**config.mk**
```make
export PLATFORM = sky130hd
export DESIGN_NAME = dbell_mbox
export DESIGN_NICKNAME = d
export VERILOG_FILES = /design/src/rtl/dbell_pkg.sv /design/src/rtl/dbell_decode.sv /design/src/rtl/dbell_chan.sv /design/src/rtl/dbell_mbox.sv
export SDC_FILE = /design/constraint.sdc
export NUM_CORES = 1
export LEC_CHECK = 0
export BUFFER_PORTS_ARGS = -buffer_cell sky130_fd_sc_hd__buf_2
export CORE_UTILIZATION = 58
export CTS_CLUSTER_DIAMETER = 120
export DETAILED_ROUTE_END_ITERATION = 10
export PLACE_DENSITY = 0.81
export SLEW_MARGIN = 5
export SYNTH_ARGS = -nofsm -noshare
export SYNTH_HDL_FRONTEND = slang
export SYNTH_SLANG_ARGS = --single-unit
export TNS_END_PERCENT = 50
```
**constraint.sdc**
```tcl
create_clock -name clk_i -period 2.35 [get_ports clk_i]
set_input_delay 0.3525 -clock clk_i [delete_from_list [all_inputs] [get_ports clk_i]]
set_output_delay 0.3525 -clock clk_i [all_outputs]
set_load 0.005 [all_outputs]
```
**src/rtl/dbell_pkg.sv**
```systemverilog
package dbell_pkg;
  localparam int unsigned DATA_W  = 32;
  localparam int unsigned SPAN_W  = 5;       // bytes per channel window = 2**SPAN_W
  localparam logic [SPAN_W-1:0] OFS_STAT = 5'h00;
  localparam logic [SPAN_W-1:0] OFS_SET  = 5'h08;
  localparam logic [SPAN_W-1:0] OFS_CLR  = 5'h10;

  typedef enum logic [1:0] {
    RK_NONE = 2'd0,
    RK_STAT = 2'd1,
    RK_SET  = 2'd2,
    RK_CLR  = 2'd3
  } reg_kind_e;

  // low-priority and high-priority links are packed; the secure link sits apart
  function automatic logic [31:0] chan_base(input int unsigned ch);
    if (ch < 2) return 32'(ch) << SPAN_W;
    return 32'h200;
  endfunction
endpackage

```
**src/rtl/dbell_decode.sv**
```systemverilog
module dbell_decode
  import dbell_pkg::*;
#(
  parameter int unsigned NUM_CH = 3,
  parameter int unsigned ADDR_W = 12
) (
  input  logic [ADDR_W-1:0] paddr_i,
  output logic [NUM_CH-1:0] ch_hit_o,
  output reg_kind_e         kind_o
);
  for (genvar i = 0; i < NUM_CH; i++) begin : g_hit
    localparam logic [31:0] BASE = chan_base(i);
    assign ch_hit_o[i] = (paddr_i[ADDR_W-1:SPAN_W] == BASE[ADDR_W-1:SPAN_W]);
  end

  always_comb begin
    unique case (paddr_i[SPAN_W-1:0])
      OFS_STAT: kind_o = RK_STAT;
      OFS_SET:  kind_o = RK_SET;
      OFS_CLR:  kind_o = RK_CLR;
      default:  kind_o = RK_NONE;
    endcase
  end

  assert_onehot_hit_R4: assert final ($onehot0(ch_hit_o));
endmodule

```
**src/rtl/dbell_chan.sv**
```systemverilog
module dbell_chan
  import dbell_pkg::*;
#(
  parameter int unsigned WIDTH = DATA_W
) (
  input  logic             clk_i,
  input  logic             rst_ni,
  input  logic             set_en_i,
  input  logic             clr_en_i,
  input  logic [WIDTH-1:0] mask_i,
  output logic [WIDTH-1:0] status_o,
  output logic             irq_o
);
  logic [WIDTH-1:0] status_q, status_d, set_m, clr_m;
  logic             irq_q;

  assign set_m    = set_en_i ? mask_i : '0;
  assign clr_m    = clr_en_i ? mask_i : '0;
  // clear wins over set on a shared bit
  assign status_d = (status_q | set_m) & ~clr_m;

  always_ff @(posedge clk_i or negedge rst_ni) begin
    if (!rst_ni) begin
      status_q <= '0;
      irq_q    <= 1'b0;
    end else begin
      status_q <= status_d;
      irq_q    <= |status_d;
    end
  end

  assign status_o = status_q;
  assign irq_o    = irq_q;

  assert_w1s_R2: assert property (@(posedge clk_i) disable iff (!rst_ni)
    (set_en_i && !clr_en_i) |=> ((status_q & $past(mask_i)) == $past(mask_i)));
  assert_w1c_R3: assert property (@(posedge clk_i) disable iff (!rst_ni)
    clr_en_i |=> ((status_q & $past(mask_i)) == '0));
  assert_hold_R6: assert property (@(posedge clk_i) disable iff (!rst_ni)
    (!set_en_i && !clr_en_i) |=> $stable(status_q));
  assert_irq_low_R5: assert property (@(posedge clk_i) disable iff (!rst_ni)
    (status_q == '0 && !set_en_i) |=> !irq_o);
  assert_irq_high_R5: assert property (@(posedge clk_i) disable iff (!rst_ni)
    (status_q != '0 && !clr_en_i) |=> irq_o);
endmodule

```
**src/rtl/dbell_mbox.sv**
```systemverilog
module dbell_mbox
  import dbell_pkg::*;
#(
  parameter int unsigned NUM_CH    = 3,
  parameter int unsigned ADDR_W    = 12,
  parameter int unsigned SECURE_CH = 2
) (
  input  logic              clk_i,
  input  logic              rst_ni,
  input  logic              psel_i,
  input  logic              penable_i,
  input  logic              pwrite_i,
  input  logic [ADDR_W-1:0] paddr_i,
  input  logic [DATA_W-1:0] pwdata_i,
  input  logic [2:0]        pprot_i,
  output logic [DATA_W-1:0] prdata_o,
  output logic              pready_o,
  output logic              pslverr_o,
  output logic [NUM_CH-1:0] irq_o
);
  logic [NUM_CH-1:0] ch_hit, set_en, clr_en;
  logic [DATA_W-1:0] status [NUM_CH];
  logic [DATA_W-1:0] rd_part [NUM_CH];
  reg_kind_e         kind;
  logic              acc, nonsec, blocked, wr_ok, rd_ok;
  logic              unused_prot;

  assign unused_prot = ^{pprot_i[2], pprot_i[0]};

  dbell_decode #(.NUM_CH(NUM_CH), .ADDR_W(ADDR_W)) u_decode (
    .paddr_i (paddr_i),
    .ch_hit_o(ch_hit),
    .kind_o  (kind)
  );

  assign acc     = psel_i & penable_i;
  assign nonsec  = pprot_i[1];
  assign blocked = nonsec & ch_hit[SECURE_CH];
  assign wr_ok   = acc & pwrite_i & ~blocked;
  assign rd_ok   = acc & ~pwrite_i & ~blocked;

  for (genvar i = 0; i < NUM_CH; i++) begin : g_ch
    assign set_en[i]  = wr_ok & ch_hit[i] & (kind == RK_SET);
    assign clr_en[i]  = wr_ok & ch_hit[i] & (kind == RK_CLR);
    assign rd_part[i] = (rd_ok && ch_hit[i] && kind == RK_STAT) ? status[i] : '0;

    dbell_chan #(.WIDTH(DATA_W)) u_chan (
      .clk_i   (clk_i),
      .rst_ni  (rst_ni),
      .set_en_i(set_en[i]),
      .clr_en_i(clr_en[i]),
      .mask_i  (pwdata_i),
      .status_o(status[i]),
      .irq_o   (irq_o[i])
    );
  end

  always_comb begin
    prdata_o = '0;
    for (int i = 0; i < NUM_CH; i++) prdata_o |= rd_part[i];
  end

  assign pready_o  = 1'b1;
  assign pslverr_o = acc & blocked;

  assert_ready_R8: assert property (@(posedge clk_i) disable iff (!rst_ni) pready_o);
  assert_sec_hold_R7: assert property (@(posedge clk_i) disable iff (!rst_ni)
    (acc && nonsec && ch_hit[SECURE_CH]) |=> $stable(status[SECURE_CH]));
  assert_sec_rd_R7: assert property (@(posedge clk_i) disable iff (!rst_ni)
    pslverr_o |-> (prdata_o == '0));
  assert_err_scope_R8: assert property (@(posedge clk_i) disable iff (!rst_ni)
    (acc && !nonsec) |-> !pslverr_o);
endmodule

```
==> results.md, run 1 <==
* RSZ-0062 raised after global routing: true
* Initial antenna violation count at 0
* VDD IR max at 446 µV
* Drt initial violations at between 900 and 1000
* Grt ovf at 0
* DR WL/cell at 21.3 µm
* Fmax at 0.392 GHz
* Distinct cell type count after synthesis at 38
* Worst setup margin at -0.201 ns
* Clock network fraction of design power at around 33%
* Synth Register Bits at between 90 and 100
* Largest net degree at the start of global routing at 40
* CORE AREA at 10300 µm²
* Critical path startpoint category: input port
* Finished Core Util at 72.2%
* # setup viols final at 34
* Max H-tree Level at 3
* YS warnings at 0
* Die X at 105 µm
* Layout Skew at 0.0132 ns
* CP required at ~2.0 ns
* Initial Util at about three fifths
* I/O pins at 89
* Post-synth EDFFs at 0
* Failing checks: negative setup slack
* Slew margin rel. at approximately three fifths
* Root Buffer Master: clkbuf_8
* Antenna Violating Nets Remaining at 0
* Post-synth ARST share at 100%
* Measured slew at the worst slew-check pin at just under 0.6 ns
* First drt pass iteration count at 7
* Routed vias at ~6700
* IO buf count at 85
* GRT Util Overall at 39.3%
* Leakage at ~3.3 nW
* Clock-pin slew on the worst setup and hold paths at roughly 0.10 ns
* HPWL after DPL at ~15 mm
* CTS buffer count at 9
* CTS tree: done
* Syn nets at between 800 and 900
* Share of cells above drive strength 1 at 26.5%
* Worst-Skew Late Latency at roughly 0.40 ns
* WL final at about 21 mm
* Crit path kind: input port to output pin
* Via density at 6.81
* Switching Fraction at 28.1%
* Placer congestion estimate at approximately 0.94
* NetSw at between 0.0008 and 0.0009 W
* Pwr dens at between 400 and 500 nW/µm²
* P_int at approximately 0.0022 W
* Register area share after synthesis at 40.2%
* Endpoint class of the critical path: output pin
* Final nets at between 800 and 900
* Avg Cell Area, Syn at between 8 and 9 µm²
* Status: finished with violations
* Critical Path AT at 2.20 ns
* DR DRC count at 0
* Hold crit path type: input port to flop
* Die H at 105 µm
* Logic pwr share at between 10% and 20%
* Max-cap violation count at 0
* Netlist Area Pre-Place at ~6000 µm²
* Clk sink count at just under 100
* Crit-path max FO at 20
* Final worst-path cycle share at 109%
* Fin area at 7450 µm²
* Min cycle time layout at about 2.6 ns
* N_diodes at 0
* Row count at 37
* Vias in the first global route at 6459
* Final Slew Violations at 0
* Synthesis-to-layout area growth at 20.8%
* First-pass GRT wire length at approximately 33 mm
* Worst slack, placed at -0.554 ns
* Main synth FF type: dfrtp_1
* Final Hold Fails at 0
* Cells after Synth at roughly 760
* Post-DP Area at roughly 7100 µm²
* Clk buf depth at 2
* Die Area at 11000 µm²
* Flop pwr share at between 50% and 60%
## layer usage
metal	vias up	track usage, %	part of all wire, %
met5	-	0	0
met4	0	18.9	4.5
met3	91	9.30	12
met2	526	62.6	46
met1	3138	50.5	37
li1	2958	-	-
## placed cells by master, fill, tap and decap left out, types with 13 or more instances in the layout
cell	instances
nand2b_1	19
buf_2	83
o21ai_0	37
a21oi_1	205
o21ai_1	14
nand2_1	40
or2_2	15
o21ai_2	14
dfrtp_1	99
nor2_1	13
a311oi_1	31
mux2i_1	32
inv_1	35
buf_4	54
nor3_2	14
## area by class of cell
| class | count | area, µm² |
|---|---|---|
| clock buffer | 9 | 124 |
| tap | 136 | 170 |
| inverter | 35 | 131 |
| clock inverter | 6 | 41.3 |
| multi-input combinational | 548 | 3400 |
| fill | 780 | 2870 |
| sequential | 99 | 2480 |
| timing repair buffer | 153 | 1110 |
## power groups by stage
stage / registers (W) / clock network, W / logic [W]
after floorplan: 0.00174 / 0 / 0.000177
after CTS: 0.00171 / 0.00103 / 0.000319
after detailed placement: 0.00174 / 0 / 0.000313
after global placement: 0.00174 / 0 / 0.000304
after global routing: 0.00171 / 0.00108 / 0.000352
final: 0.00171 / 0.00102 / 0.000326
## sequential cells by signal (all words and copies together) (netlist names)
signal and cells:
g_ch.u_chan.irq_o 3, g_ch.u_chan.status_o 96
## critical path, cell delays in order
cell	delay, ns
buf_6	0.09
or4_4	0.54
buf_6	0.14
nor3_2	0.09
nand2_1	0.09
or3_4	0.40
buf_12	0.18
o21ai_1	0.17
buf_2	0.13
## per-stage QoR
step	setup TNS (ns)	hold slack [ns]	power (W)	std cells
floorplan	-0.190	0.0569	0.00192	762
global placement	-9.86	0.359	0.00205	968
detailed placement	-11.80	0.365	0.00206	968
CTS	-4.59	0.224	0.00306	986
global route	-6.88	0.240	0.00314	986
finish	-4.82	0.237	0.00305	986
## synth_stat cells (all sizes together), types with 2 or more instances
cell / instances / area [µm²]
a211oi: 3 / 22.5
a21oi: 206 / 1030
a22oi: 8 / 60.1
a2bb2oi: 10 / 87.6
a311oi: 31 / 272
a31oi: 12 / 75.1
and2: 3 / 18.8
buf: 19 / 121
clkbuf: 61 / 229
dfrtp: 99 / 2480
inv: 35 / 131
mux2i: 32 / 320
nand2: 40 / 150
nand2b: 19 / 119
nand4: 3 / 18.8
nand4b: 2 / 17.5
nor2: 17 / 86.3
nor2b: 12 / 75.1
nor3: 26 / 130
nor4: 10 / 68.8
o211ai: 8 / 60.1
o21ai: 66 / 330
o21bai: 2 / 15.0
o22ai: 12 / 75.1
or2: 15 / 93.8
or3: 3 / 18.8
or4: 3 / 26.3
## final timing paths
kind	endpoint	slack, ns	depth (start not counted)	start
max	prdata_o[21]	-0.20	9	paddr_i[7]
min	g_ch[1].u_chan.status_o[27]	0.24	2	pwdata_i[27]
max reg2reg	g_ch[0].u_chan.irq_o	0.56	4	g_ch[0].u_chan.status_o[1]
min reg2reg	g_ch[1].u_chan.status_o[0]	0.55	2	g_ch[1].u_chan.status_o[0]
max in group asynchronous	g_ch[1].u_chan.status_o[25]	1.17	3	rst_ni
min in group asynchronous	g_ch[2].u_chan.status_o[4]	0.48	2	rst_ni
## cell families (layout without fill, tap and decap cells)
group | count (synthesis) | after routing | synth area share (%)
muxes | 32 | 32 | 5.19
AOI/OAI and AO/OA | 359 | 359 | 33.0
buffers and inverters | 115 | 203 | 7.81
other | 1 | 1 | 0.0608
and+or+nand+nor | 156 | 156 | 13.7
DFF | 99 | 99 | 40.2
## repair_timing
item	in CTS	in global routing
cloned	1	0
hold buffers	1	0
endpoints found under the setup margin	34	35
endpoints found under the hold margin	36	0
pin swaps	10	4
gates resized for setup	46	12
buffers inserted	1	0
No activity file was read; power rests on OpenSTA's default activity.
==> run 2: changes to the inputs <==
--- a/config.mk
+++ b/config.mk
@@ -6,9 +6,12 @@
 export NUM_CORES = 1
 export LEC_CHECK = 0
 export BUFFER_PORTS_ARGS = -buffer_cell sky130_fd_sc_hd__buf_2
+export CORE_ASPECT_RATIO = 1.75
 export CORE_UTILIZATION = 58
 export CTS_CLUSTER_DIAMETER = 120
 export DETAILED_ROUTE_END_ITERATION = 10
+export HOLD_SLACK_MARGIN = 0.15
+export MAX_ROUTING_LAYER = met4
 export PLACE_DENSITY = 0.81
 export SLEW_MARGIN = 5
 export SYNTH_ARGS = -nofsm -noshare
==> run 2 against run 1 <==
Compared with the run above:
- the flow still finishes with violations (negative setup slack)
- routed wire length grew 4.8%
- largest power group unchanged
- clock-buffer cell count grew 2
- utilization grew 4.0 points
==> results.md, run 2 (synthesized netlist as in run 1, its figures left out) <==
* Status: finished with violations
* Failing checks: negative setup slack
* CP required at 2.00 ns (about the same)
* WL final at 22.1 mm (+4.8%)
* Final Hold Fails at 0 (unchanged)
* VDD IR max at 430 µV (-3.4%)
* Pwr dens at 467 nW/µm² (+14%)
* CP max stage cell: or4_4
* Worst Hold End: g_ch[0].u_chan.status_o[26]
* Via density at 6.69 (-1.7%)
* Die H at 138 µm (+32%)
* Clk sink count at 99 (unchanged)
* Depth of the worst register-to-register path at 4 (unchanged)
* HPWL after DPL at 15.6 mm (+5.2%)
* Leakage at 3.51 nW (+5.2%)
* R2R setup slack at 0.65 ns (+0.09 ns)
* CP Cell Sequence: buf_6 > or4_4 > buf_6 > nor3_4 > nand2_2 > or3_4 > buf_12 > o21ai_2 > buf_2
* Crit-path max FO at 23 (+15%)
* Row count at 49 (+32%)
* R2r startpoint: g_ch[0].u_chan.status_o[2]
* CP peak stage delay at 0.53 ns (about the same)
* Commonest non-fill, non-tap cell in the layout: a21oi_1
* FILL cells at 754 (-3.3%)
* Clk buf depth at 2 (unchanged)
* Fmax at 0.398 GHz (+1.4%)
* Drt initial violations at 663 (-32%)
* IO buf count at 85 (unchanged)
* Root Buffer Master: clkbuf_16
* Critical Path AT at 2.16 ns (-0.04 ns)
* Largest net degree at the start of global routing at 47 (+18%)
* Synthesis-to-layout area growth at 27.2%
* # setup viols final at 34 (unchanged)
* Share of cells above drive strength 1 at 29.2% (+2.7 points)
* First-pass GRT wire length at 33.8 mm (+1.5%)
* Max H-tree Level at 3 (unchanged)
* Initial Util at 59.9% (+0.14 points)
* Hold crit path type: input port to flop
* RSZ-0062 raised after global routing: true
* Routed vias at 6646 (-1.0%)
* Measured slew at the worst slew-check pin at 1.28 ns (+0.683 ns)
* Total power at 0.00367 W (+20%)
* I/O pins at 89 (unchanged)
* Placer congestion estimate at 0.985 (+4.8%)
* Antenna Violating Nets Remaining at 0 (unchanged)
* Critical path startpoint category: input port
* Grt ovf at 0 (unchanged)
* Crit path top cell by count: buf_6
* Min cycle time layout at 2.52 ns (-0.0356 ns)
* Worst-Skew Late Latency at 0.34 ns (-0.06 ns)
* Number of flip-flops in the largest register at 96 (unchanged)
* Initial antenna violation count at 0 (unchanged)
* Final worst-path cycle share at 107% (-1.5 points)
* First drt pass iteration count at 6 (-1)
* Die Area at 11100 µm² (+0.15%)
* Vias in the first global route at 6353 (-1.6%)
* Layout Skew at 0.00613 ns (-0.00707 ns)
* Most frequent cells in the layout: a21oi_1 (201), dfrtp_1 (99), buf_2 (83)
* DR WL/cell at 22.2 µm (+4.1%)
* N_diodes at 0 (unchanged)
* Max-cap violation count at 0 (unchanged)
* Fin area at 7850 µm² (+5.3%)
* DR DRC count at 0 (unchanged)
* CORE AREA at 10300 µm² (-0.23%)
* FF-to-FF End: g_ch[0].u_chan.irq_o
* Hold depth at 2 (unchanged)
* GRT Util Overall at 41.5% (+2.2 points)
* Final Slew Violations at 0 (unchanged)
* CTS tree: done
* Slew margin rel. at 14.4% (-46 points)
* Clock-pin slew on the worst setup and hold paths at 0.07 ns (-0.03 ns)
* Post-DP Area at 7100 µm² (-0.19%)
* Final nets at 913 (+1.7%)
* Crit path kind: input port to output pin
* CTS buffer count at 9 (unchanged)
* Endpoint class of the critical path: output pin
* Die X at 80.0 µm (-24%)
* Worst setup margin at -0.166 ns (+0.0356 ns)
* Worst hold start: pwdata_i[26]
## run 2: cell count changes in the layout (fill, tap and decap cells not counted), moves of 4 or more
cell       previous run  this run
clkbuf_8              9         0
a21oi_1             205       201
o21ai_1              14        23
nor3_1               12         3
o21ai_2              14         8
clkbuf_16             0        10
buf_6                 3        13
buf_4                54        59
nor3_2               14        20
## run 2: how the worst max path moves through the flow
stage / startpoint / endpoint / slack, ns / depth (start not counted)
global route: paddr_i[7] / prdata_o[25] / -0.20 / 9
finish: paddr_i[7] / prdata_o[22] / -0.17 / 9
CTS: paddr_i[7] / prdata_o[2] / -0.16 / 9
floorplan: paddr_i[7] / g_ch[2].u_chan.irq_o / -0.07 / 8
detailed placement: paddr_i[7] / g_ch[0].u_chan.irq_o / -0.49 / 8
global placement: paddr_i[7] / g_ch[0].u_chan.irq_o / -0.41 / 8
## run 2: routing by layer
layer	wire (µm)	share of wire, %	up-vias	track usage [%]
met4	951	4.3	0	21.8
li1	-	-	2987	-
met2	11500	52	378	68.0
met3	1560	7.1	70	7.00
met1	8050	36	3211	47.8
met5	0	0	-	-
## run 2: area by class of cell
class | instances | area [µm²] | area share (%)
timing repair buffer | 168 | 1250 | 16.0
multi-input combinational | 548 | 3500 | 44.7
inverter | 35 | 131 | 1.67
clock buffer | 11 | 233 | 2.97
tap | 127 | 159 | 2.03
sequential | 99 | 2480 | 31.6
clock inverter | 5 | 85.1 | 1.08
## run 2: per-stage QoR
step	utilization (%)	instances	hold slack [ns]	setup WS, ns	TNS, ns
after floorplan	-	762	0.0569	-0.0667	-0.190
after global placement	69.0	962	0.330	-0.415	-18.97
after detailed placement	69.0	962	0.335	-0.494	-22.84
after CTS	72.9	980	0.285	-0.163	-3.96
after global routing	76.2	993	0.305	-0.198	-5.98
final	76.2	993	0.295	-0.166	-3.81
## run 2: critical path, delay by kind of cell
| kind | cells | cell delay (ns) |
|---|---|---|
| buf+inv | 4 | 0.55 |
| simple gates | 4 | 1.09 |
| compound gates | 1 | 0.17 |
## run 2: power breakdown
group	leakage (nW)	total (W)	internal (W)	switching [W]
combinational	1.97	0.000339	0.000114	0.000225
clock	0.150	0.00162	0.000941	0.000678
sequential	1.38	0.00171	0.00171	0.00000293
total	3.51	0.00367	0.00276	0.000906
## run 2: repair_timing
action / in CTS / in global routing
setup endpoints to repair: 35 / 77
pin swaps: 7 / 18
hold buffers: 1 / 0
setup buffers: 1 / 13
gates cloned: 0 / 1
gates resized for setup: 33 / 60
hold endpoints to repair: 32 / 0
==> run 3: changes to the inputs <==
--- a/config.mk
+++ b/config.mk
@@ -10,6 +10,7 @@
 export CORE_UTILIZATION = 58
 export CTS_CLUSTER_DIAMETER = 120
 export DETAILED_ROUTE_END_ITERATION = 10
+export GPL_TIMING_DRIVEN = 0
 export HOLD_SLACK_MARGIN = 0.15
 export MAX_ROUTING_LAYER = met4
 export PLACE_DENSITY = 0.81
==> constraint.sdc (replaced) <==
create_clock -name clk_i -period 2.8 [get_ports clk_i]
set_input_delay 0.42 -clock clk_i [delete_from_list [all_inputs] [get_ports clk_i]]
set_output_delay 0.42 -clock clk_i [all_outputs]
set_load 0.005 [all_outputs]
==> run 3 against run 2 <==
Compared with the run above:
- the run still ends with negative setup slack left
- final cell count is 1.7% lower
- setup slack better by 0.16 ns
- utilization is 7.3 points lower
- clock skew hardly changed
- clock-buffer cell count stayed put
- combinational power is 22% lower
- sequential cell count stayed put
- register-to-register slack better by 0.41 ns
- sequential power is 16% lower
- cell area is 9.6% lower
==> results.md, run 3 (synthesized netlist as in run 1, its figures left out) <==
* Status: finished with violations
* Failing checks: negative setup slack
* Met3 Wirelength at 2.07 mm (+32%)
* Slew margin rel. at 22.0% (+7.6 points)
* Clock network fraction of design power at 42.6% (-1.5 points)
* Antenna Violating Nets Remaining at 0 (unchanged)
* Clock-pin slew on the worst setup and hold paths at 0.07 ns (about the same)
* CTS buffer count at 9 (unchanged)
* Initial antenna violation count at 0 (unchanged)
* I/O pins at 89 (unchanged)
* Final nets at 896 (-1.9%)
* Hold crit path type: input port to flop
* Worst-Skew Late Latency at 0.35 ns (about the same)
* CP required at 2.38 ns (+0.38 ns)
* R2R setup slack at 1.06 ns (+0.41 ns)
* Leakage at 3.14 nW (-10%)
* First-pass GRT wire length at 34.7 mm (+2.4%)
* Crit path kind: input port to output pin
* Layout Skew at 0.00596 ns (-0.000168 ns)
* IO buf count at 68 (-20%)
* Initial Util at 59.9% (unchanged)
* Number of flip-flops in the largest register at 96 (unchanged)
* Clk buf depth at 2 (unchanged)
* Clk sink count at 99 (unchanged)
* # setup viols final at 1 (-97%)
* Critical Path AT at 2.38 ns (+0.22 ns)
* HPWL after DPL at 15.9 mm (+2.0%)
* Fmax at ~0.36 GHz
* Routed vias at 6642 (-0.060%)
* Root Buffer Master: clkbuf_16
* Pwr dens at 417 nW/µm² (-11%)
* FF-to-FF End: g_ch[1].u_chan.irq_o
* Max-cap violation count at 0 (unchanged)
* CTS tree: done
* GRT Util Overall at 43.4% (+1.8 points)
* Hold slack at 0.450 ns (+0.156 ns)
* RSZ-0062 raised after global routing: true
* Commonest non-fill, non-tap cell in the layout: a21oi_1
* Grt ovf at 0 (unchanged)
* CORE AREA at 10300 µm² (unchanged)
* FILL cells at 907 (+20%)
* Critical path startpoint category: input port
* DR top layer: met4
* VDD IR max at 350 µV (-19%)
* Most frequent cells in the layout: a21oi_1 (206), dfrtp_1 (99), buf_2 (77)
* Fin area at 7090 µm² (-9.6%)
* Share of cells above drive strength 1 at 17.1% (-12 points)
* Row count at 49 (unchanged)
* Vias in the first global route at 6408 (+0.87%)
* Die H at 138 µm (unchanged)
* Synthesis-to-layout area growth at 15.0%
* P_int at 0.00222 W (-20%)
* Crit-path max FO at 10 (-57%)
* WL final at 22.5 mm (+2.2%)
* Endpoint class of the critical path: output pin
* Final Hold Fails at 0 (unchanged)
* Via density at 6.81 (+1.7%)
* Depth of the worst register-to-register path at 4 (unchanged)
* Post-DP Area at 6700 µm² (-5.7%)
* Max H-tree Level at 3 (unchanged)
* Die X at 80.0 µm (unchanged)
* Flop pwr share at 48.5% (+1.9 points)
* R2r startpoint: g_ch[1].u_chan.status_o[31]
* DR DRC count at 0 (unchanged)
* Met2 routed WL at 10.9 mm (-5.5%)
* Setup TNS at -0.00458 ns (+3.80 ns)
* DR WL/cell at 23.1 µm (+4.0%)
* Final worst-path cycle share at 100%
* Measured slew at the worst slew-check pin at 1.16 ns (-0.117 ns)
* NetSw at 0.000741 W (-18%)
* First drt pass iteration count at 6 (unchanged)
* Worst Setup EP: prdata_o[13]
* M1 WL at 7.91 mm (-1.8%)
* Die Area at 11100 µm² (unchanged)
* N_diodes at 0 (unchanged)
* Finished Core Util at 68.8% (-7.3 points)
* Placer congestion estimate at 1.00 (+1.5%)
* Origin of the worst setup path: paddr_i[10]
* Worst setup margin at -0.00458 ns (+0.161 ns)
* Final Slew Violations at 0 (unchanged)
* Drt initial violations at 804 (+21%)
* Min cycle time layout at roughly 2.8 ns
* Switching Fraction at 25.0% (+0.33 points)
* Logic pwr share at 9.0% (-0.3 points)
* Largest net degree at the start of global routing at 62 (+32%)
[run 3: cell types whose count changed in the layout (fill, tap and decap cells not counted), sizes merged]
cell and delta:
buf -74, clkbuf +57, bufinv -1, clkinvlp +1
[run 3: how the worst min path moves through the flow]
stage,from,end,slack [ns],cells after the start
finish,pwdata_i[26],g_ch[0].u_chan.status_o[26],0.45,2
global route,pwdata_i[17],g_ch[2].u_chan.status_o[17],0.48,2
CTS,pwdata_i[18],g_ch[0].u_chan.status_o[18],0.45,2
detailed placement,rst_ni,g_ch[1].u_chan.status_o[6],0.43,1
global placement,g_ch[1].u_chan.status_o[0],g_ch[1].u_chan.status_o[0],0.51,2
floorplan,rst_ni,g_ch[0].u_chan.irq_o,0.12,0
[run 3: metal layers]
metal	track usage (%)	up-vias
met5	-	-
met4	29.5	0
met3	7.33	142
met2	67.0	476
met1	50.7	3081
li1	-	2943
[run 3: power by group through the flow]
stage | logic [W] | registers [W] | clock network [W]
global placement | 0.000241 | 0.00146 | 0
global route | 0.000289 | 0.00143 | 0.00133
floorplan | 0.000146 | 0.00146 | 0
detailed placement | 0.000253 | 0.00146 | 0
CTS | 0.000257 | 0.00143 | 0.00126
finish | 0.000266 | 0.00143 | 0.00126
[run 3: worst max-delay path, cell delays in order]
cell and delay (ns):
buf_2 0.09, or4_4 0.56, nor3_1 0.19, nand2_1 0.14, or3_4 0.40, buf_4 0.21, o21ai_1 0.21, buf_2 0.15
[run 3: area by class of cell]
class | instances | area [µm²] | share of cell area [%]
multi-input cells | 548 | 3250 | 45.9
flip-flops and latches | 99 | 2480 | 34.9
repair buffers | 72 | 395 | 5.58
plain buffers | 79 | 377 | 5.31
clock buffers | 11 | 233 | 3.28
well taps | 127 | 159 | 2.24
inverters | 35 | 131 | 1.85
clock inverters | 5 | 62.6 | 0.882
[run 3: timing repair]
action,CTS,global route
gates resized for setup,16,37
endpoints found under the hold margin,38,0
pin swaps,1,2
endpoints found under the setup margin,34,31
cloned,0,0
setup buffers,0,2
hold buffers,1,0
[run 3: per-stage QoR]
step	std cells	setup WS (ns)	total power, W
final	976	-0.00458	0.00296
after global placement	957	-0.561	0.00170
after floorplan	762	0.270	0.00161
after detailed placement	958	-0.614	0.00172
after CTS	974	0.00928	0.00295
after global routing	976	-0.0194	0.00305
